$ cat config.mk
export PLATFORM = sky130hd
export DESIGN_NAME = sf_status_reg
export DESIGN_NICKNAME = d
export VERILOG_FILES = /design/src/rtl/sf_pkg.sv /design/src/rtl/sf_acc_mirror.sv /design/src/rtl/sf_alu_flags.sv /design/src/rtl/sf_user_flags.sv /design/src/rtl/sf_status_reg.sv
export SDC_FILE = /design/constraint.sdc
export NUM_CORES = 1
export LEC_CHECK = 0
export BUFFER_PORTS_ARGS = -buffer_cell sky130_fd_sc_hd__clkbuf_2
export CAP_MARGIN = 10
export CORE_AREA = 2 2 39 41
export CTS_BUF_LIST = sky130_fd_sc_hd__clkbuf_2 sky130_fd_sc_hd__clkbuf_4 sky130_fd_sc_hd__clkbuf_8
export DETAILED_ROUTE_END_ITERATION = 10
export DIE_AREA = 0 0 41 43
export MAX_ROUTING_LAYER = met4
export PLACE_DENSITY_LB_ADDON = 0.12
export SYNTH_ARGS = -nofsm -noshare
export SYNTH_HDL_FRONTEND = slang
export SYNTH_SLANG_ARGS = --single-unit
export TNS_END_PERCENT = 50
$ cat constraint.sdc
create_clock -name clk -period 2.9 [get_ports clk]
set_clock_uncertainty 0.15 [all_clocks]
set_input_delay 0.145 -clock clk [delete_from_list [all_inputs] [get_ports clk]]
set_output_delay 0.145 -clock clk [all_outputs]
set_load 0.01 [all_outputs]
$ cat src/rtl/sf_pkg.sv
package sf_pkg;
  localparam int REG_W   = 8;
  localparam int Z_BIT   = 7;
  localparam int S_BIT   = 6;
  localparam int RSV_BIT = 5;
  localparam int GPF_LSB = 3;
  localparam int OV_BIT  = 2;
  localparam int C_BIT   = 1;
  localparam int E_BIT   = 0;

  typedef enum logic [1:0] {
    OPC_IDLE  = 2'b00,
    OPC_ARITH = 2'b01,
    OPC_CMP   = 2'b10,
    OPC_RSVD  = 2'b11
  } op_class_e;

  // Signed overflow: carries into and out of the top bit disagree.
  function automatic logic f_overflow(input logic c14, input logic c15);
    return c14 ^ c15;
  endfunction

  // Stored-flag next state with ALU priority over a software write.
  function automatic logic f_prio(input logic alu_hit, input logic alu_val,
                                  input logic sw_hit, input logic sw_val,
                                  input logic cur);
    if (alu_hit)     return alu_val;
    else if (sw_hit) return sw_val;
    else             return cur;
  endfunction
endpackage

$ cat src/rtl/sf_acc_mirror.sv
module sf_acc_mirror #(
  parameter int ACC_W = 16
) (
  input  logic [ACC_W-1:0] acc_i,
  output logic             zero_o,
  output logic             sign_o
);
  localparam int MSB = ACC_W - 1;

  function automatic logic f_is_zero(input logic [ACC_W-1:0] v);
    logic any;
    any = 1'b0;
    for (int i = 0; i < ACC_W; i++) any = any | v[i];
    return ~any;
  endfunction

  assign zero_o = f_is_zero(acc_i);
  assign sign_o = acc_i[MSB];

  always_comb begin
    assert (zero_o == (acc_i == '0)) else $error("p_zero_mirror_r2");
  end
endmodule

$ cat src/rtl/sf_alu_flags.sv
module sf_alu_flags
  import sf_pkg::*;
(
  input  logic      clk,
  input  logic      rst_n,
  input  op_class_e op_i,
  input  logic      c14_i,
  input  logic      c15_i,
  input  logic      eq_i,
  input  logic      wr_en_i,
  input  logic      wr_c_i,
  input  logic      wr_e_i,
  output logic      c_o,
  output logic      ov_o,
  output logic      e_o
);
  logic arith_upd, cmp_upd;
  logic c_q, ov_q, e_q;
  logic c_d, ov_d, e_d;

  assign arith_upd = (op_i == OPC_ARITH);
  assign cmp_upd   = (op_i == OPC_CMP);

  assign c_d  = f_prio(arith_upd, c15_i, wr_en_i, wr_c_i, c_q);
  assign e_d  = f_prio(cmp_upd, eq_i, wr_en_i, wr_e_i, e_q);
  assign ov_d = arith_upd ? f_overflow(c14_i, c15_i) : ov_q;

  always_ff @(posedge clk or negedge rst_n) begin
    if (!rst_n) begin
      c_q  <= 1'b0;
      ov_q <= 1'b0;
      e_q  <= 1'b0;
    end else begin
      c_q  <= c_d;
      ov_q <= ov_d;
      e_q  <= e_d;
    end
  end

  assign c_o  = c_q;
  assign ov_o = ov_q;
  assign e_o  = e_q;

  p_ov_update_r4: assert property (@(posedge clk) disable iff (!rst_n)
    arith_upd |=> ov_q == ($past(c14_i) != $past(c15_i)));
  p_carry_update_r5: assert property (@(posedge clk) disable iff (!rst_n)
    arith_upd |=> c_q == $past(c15_i));
  p_eq_update_r6: assert property (@(posedge clk) disable iff (!rst_n)
    cmp_upd |=> e_q == $past(eq_i));
  p_sw_carry_r8: assert property (@(posedge clk) disable iff (!rst_n)
    (wr_en_i && !arith_upd) |=> c_q == $past(wr_c_i));
  p_alu_wins_r11: assert property (@(posedge clk) disable iff (!rst_n)
    (wr_en_i && cmp_upd && (wr_e_i != eq_i)) |=> e_q == $past(eq_i));
  p_cmp_keeps_carry_r12: assert property (@(posedge clk) disable iff (!rst_n)
    (cmp_upd && !wr_en_i) |=> $stable(c_q) && $stable(ov_q));
  p_arith_keeps_eq_r12: assert property (@(posedge clk) disable iff (!rst_n)
    (arith_upd && !wr_en_i) |=> $stable(e_q));
endmodule

$ cat src/rtl/sf_user_flags.sv
module sf_user_flags #(
  parameter int NUM_GPF = 2
) (
  input  logic               clk,
  input  logic               rst_n,
  input  logic               wr_en_i,
  input  logic [NUM_GPF-1:0] wr_bits_i,
  output logic [NUM_GPF-1:0] gpf_o
);
  for (genvar g = 0; g < NUM_GPF; g++) begin : g_flag
    logic q;
    always_ff @(posedge clk or negedge rst_n) begin
      if (!rst_n)       q <= 1'b0;
      else if (wr_en_i) q <= wr_bits_i[g];
    end
    assign gpf_o[g] = q;
  end

  p_gpf_write_r7: assert property (@(posedge clk) disable iff (!rst_n)
    wr_en_i |=> gpf_o == $past(wr_bits_i));
  p_gpf_hold_r12: assert property (@(posedge clk) disable iff (!rst_n)
    !wr_en_i |=> $stable(gpf_o));
endmodule

$ cat src/rtl/sf_status_reg.sv
module sf_status_reg
  import sf_pkg::*;
#(
  parameter int ACC_W   = 16,
  parameter int NUM_GPF = 2
) (
  input  logic             clk,
  input  logic             rst_n,
  input  logic [ACC_W-1:0] acc_i,
  input  logic [1:0]       alu_op_i,
  input  logic             alu_c14_i,
  input  logic             alu_c15_i,
  input  logic             alu_eq_i,
  input  logic             wr_en_i,
  input  logic [7:0]       wr_data_i,
  output logic [7:0]       rd_data_o
);
  localparam int GPF_MSB = GPF_LSB + NUM_GPF - 1;

  op_class_e          op_cls;
  logic               zero_w, sign_w;
  logic               c_w, ov_w, e_w;
  logic [NUM_GPF-1:0] gpf_w;
  logic               ro_write_attempt;

  assign op_cls = op_class_e'(alu_op_i);
  assign ro_write_attempt = wr_en_i & (wr_data_i[Z_BIT] | wr_data_i[S_BIT] |
                                       wr_data_i[RSV_BIT] | wr_data_i[OV_BIT]);

  sf_acc_mirror #(.ACC_W(ACC_W)) u_mirror (
    .acc_i  (acc_i),
    .zero_o (zero_w),
    .sign_o (sign_w)
  );

  sf_alu_flags u_alu (
    .clk     (clk),
    .rst_n   (rst_n),
    .op_i    (op_cls),
    .c14_i   (alu_c14_i),
    .c15_i   (alu_c15_i),
    .eq_i    (alu_eq_i),
    .wr_en_i (wr_en_i),
    .wr_c_i  (wr_data_i[C_BIT]),
    .wr_e_i  (wr_data_i[E_BIT]),
    .c_o     (c_w),
    .ov_o    (ov_w),
    .e_o     (e_w)
  );

  sf_user_flags #(.NUM_GPF(NUM_GPF)) u_user (
    .clk       (clk),
    .rst_n     (rst_n),
    .wr_en_i   (wr_en_i),
    .wr_bits_i (wr_data_i[GPF_MSB:GPF_LSB]),
    .gpf_o     (gpf_w)
  );

  always_comb begin
    rd_data_o                  = '0;
    rd_data_o[Z_BIT]           = zero_w;
    rd_data_o[S_BIT]           = sign_w;
    rd_data_o[GPF_MSB:GPF_LSB] = gpf_w;
    rd_data_o[OV_BIT]          = ov_w;
    rd_data_o[C_BIT]           = c_w;
    rd_data_o[E_BIT]           = e_w;
  end

  p_reset_clear_r1: assert property (@(posedge clk)
    !rst_n |=> (rd_data_o & 8'h3F) == 8'h00);
  p_sign_mirror_r3: assert property (@(posedge clk)
    rd_data_o[6] == acc_i[ACC_W-1]);
  p_rsvd_zero_r9: assert property (@(posedge clk)
    rd_data_o[5] == 1'b0);
  p_ro_ignored_r10: assert property (@(posedge clk) disable iff (!rst_n)
    (ro_write_attempt && op_cls != OPC_ARITH) |=> $stable(rd_data_o[2]));
  p_idle_hold_r12: assert property (@(posedge clk) disable iff (!rst_n)
    (!wr_en_i && (op_cls == OPC_IDLE || op_cls == OPC_RSVD))
      |=> $stable(rd_data_o[4:0]));
endmodule

==> results.toml <==
[timing]
hold_viol = 0
rsz0062_at_grt = "no"
fmax_mhz = 856
final.period_utilization_pct = 40.3
period_minus_slack_ns = 1.17
finalSetupTns_ns = 0
setup_viol = 0
finalMaxSlewViolations = 0

[global_routing]
grt_pass1_wl_um = 1120
met3_usage_pct = 1.57
grt_max_degree = 6
grtUsageTotal_pct = 9.90
antenna_found_initial = 0
grt_overflow = 0
first_global_vias = 280
grt_use_met2_pct = 15.6
use_met1_pct = 10.0
busiest_layer = "met2"

[detailed_routing]
first_pass_iters = 1
ant_nets = 0
wire_per_inst_um = 8.87
drt-total-wl_um = 701
vias_per_cell = 4.03
vias = 318
drt_iter0_drc = 0
drc = 0

[synth]
synth_top_area_cell = "dfrtp_1"
ys_types = 10
avgSynthCellArea_um2 = 11.4
synthesis.area_um2 = 330
synth_area_leaders = "dfrtp_1 38%, buf_4 18%, mux2_2 10%"
synth.net_count = 61
ys_seq_area_share_pct = 37.9
ys_ff_latch = 5
synthesis.instances = 29
yosysTopAreaCellShare_pct = 37.9
ys_warn_count = 0

[cts]
postCtsSetupRepairBufs = 0
numCtsBuffers = 3
cts_root_buf = "clkbuf_4"
clk_pin_slew_worst_paths_ns = 0.04
clkLatencyLatePin_ns = 0.23
cts.sinks = 5
cts-htree-levels = 1
clock_path_buffers = 2
cts_tree = "built"

[floorplan]
start_util_pct = 23.9
fp.dieW_um = 41
core_area_um2 = 1380
rows = 14
io_pins = 40
die_area_um2 = 1760
fp.dieH_um = 43

[power]
p_switching_uw = 51.4
power_uw = 227
sw_frac_of_total_pct = 22.6
ir_drop_v = 0.000108
intPower_uw = 176
pwr-share-comb_pct = 25.1
p_leak_uw = 0.000291
powerDensity_nw_per_um2 = 428
power.share.clock_pct = 38.4
seqPwrFrac_pct = 36.5

[min_path]
hold_path_depth = 2
holdCritPathClass = "in2reg"

[critical_path]
critPathLaunchType = "register"
crit_fanout = 2
arrival_ns = 1.13
reg2reg_depth = 2
worstSetupPathType = "reg2reg"
end_kind = "register"
rrSetupSlack_ns = 1.73
required_ns = 2.87

[placed_design]
io_buffer_count = 34
gp_congestion = 0.628
post-dp-hpwl_um = 621
dp_cells = 71

[final_layout]
area_growth_pct = 60.6
drive_above_1_share_pct = 68.3
layout.nets = 96
final_cells = 79
diodes = 0
fillers = 151
final_core_util_pct = 38.3

[status]
outcome = "finished clean"

[job]
maxCapViolations = 0
[area by class of cell]
| cell class | count | area (um^2) | share of cell area, % |
|---|---|---|---|
| timing repair buffer | 38 | 210 | 39.6 |
| clock buffer | 4 | 30.0 | 5.66 |
| multi-input combinational | 16 | 145 | 27.4 |
| tap | 16 | 20.0 | 3.77 |
| sequential | 5 | 125 | 23.6 |
[layout by cell type, fill, tap and decap left out]
cell           netlist  final
nand2b_1             2      2
mux2_4               2      2
dfrtp_1              5      5
clkbuf_2             0     34
conb_1               1      1
xor2_1               1      1
dlygate4sd3_1        0      4
and4_1               1      1
mux2_1               2      2
mux2_2               3      3
clkbuf_4             0      4
nor4_1               4      4
[cell families after synthesis]
group / Yosys count / share of synthesized area [%]
buf+inv: 8 / 18.2
xor+xnor: 1 / 2.65
simple gates: 7 / 14.0
other cells: 1 / 1.14
mux: 7 / 26.1
flops: 5 / 37.9
[registers in the layout, indices dropped and copies added, names as in the netlist]
name and flops:
u_user.g_flag.q 2, u_alu.e_o 1, u_alu.ov_o 1, u_alu.c_o 1
[path summary, 6_finish.rpt]
check,from,endpoint
worst max-delay path,u_alu.e_o,u_alu.e_o
worst min-delay path,alu_c15_i,u_alu.c_o
worst max register to register,u_alu.e_o,u_alu.e_o
worst min register to register,u_user.g_flag[1].q,u_user.g_flag[1].q
max in group asynchronous,rst_n,u_alu.ov_o
min in group asynchronous,rst_n,u_alu.c_o
[stage by stage]
| stage | hold slack (ns) | area (um^2) | setup WS, ns |
|---|---|---|---|
| final | 0.0262 | 531 | 1.73 |
| after floorplan | -0.301 | 330 | 1.76 |
| after global routing | 0.0208 | 531 | 1.66 |
| after detailed placement | -0.179 | 460 | 1.74 |
| after CTS | 0.0222 | 531 | 1.73 |
| after global placement | -0.182 | 460 | 1.74 |
[cells in the mapped netlist]
library cell / count
xor2_1: 1
buf_4: 8
conb_1: 1
nand2b_1: 2
nor4_1: 4
and4_1: 1
mux2_4: 2
dfrtp_1: 5
mux2_2: 3
mux2_1: 2
[routing by layer]
layer | wire [um] | vias up
li1 | - | 163
met1 | 217 | 134
met2 | 400 | 21
met3 | 83 | 0
met4 | 0 | 0
met5 | 0 | -
[power groups by stage]
stage / Sequential (uW) / Combinational [uW] / Clock, uW
2_1_floorplan: 83.0 / 37.2 / 0
3_3_place_gp: 84.1 / 53.0 / 0
3_5_place_dp: 84.1 / 53.8 / 0
4_1_cts: 83.0 / 58.1 / 91.2
5_1_grt: 84.2 / 63.2 / 98.9
6_report: 82.9 / 57.1 / 87.2
[critical path, stage by stage (launching register included)]
cell	delay [ns]
dfrtp_1	0.36
mux2_1	0.28
mux2_4	0.26
[timing repair]
item / in CTS / in global routing
hold buffers: 4 / 0
endpoints found under the hold margin: 8 / 0
resized for setup: 0 / 0
Note: power is estimated with default switching activity, not from simulation.
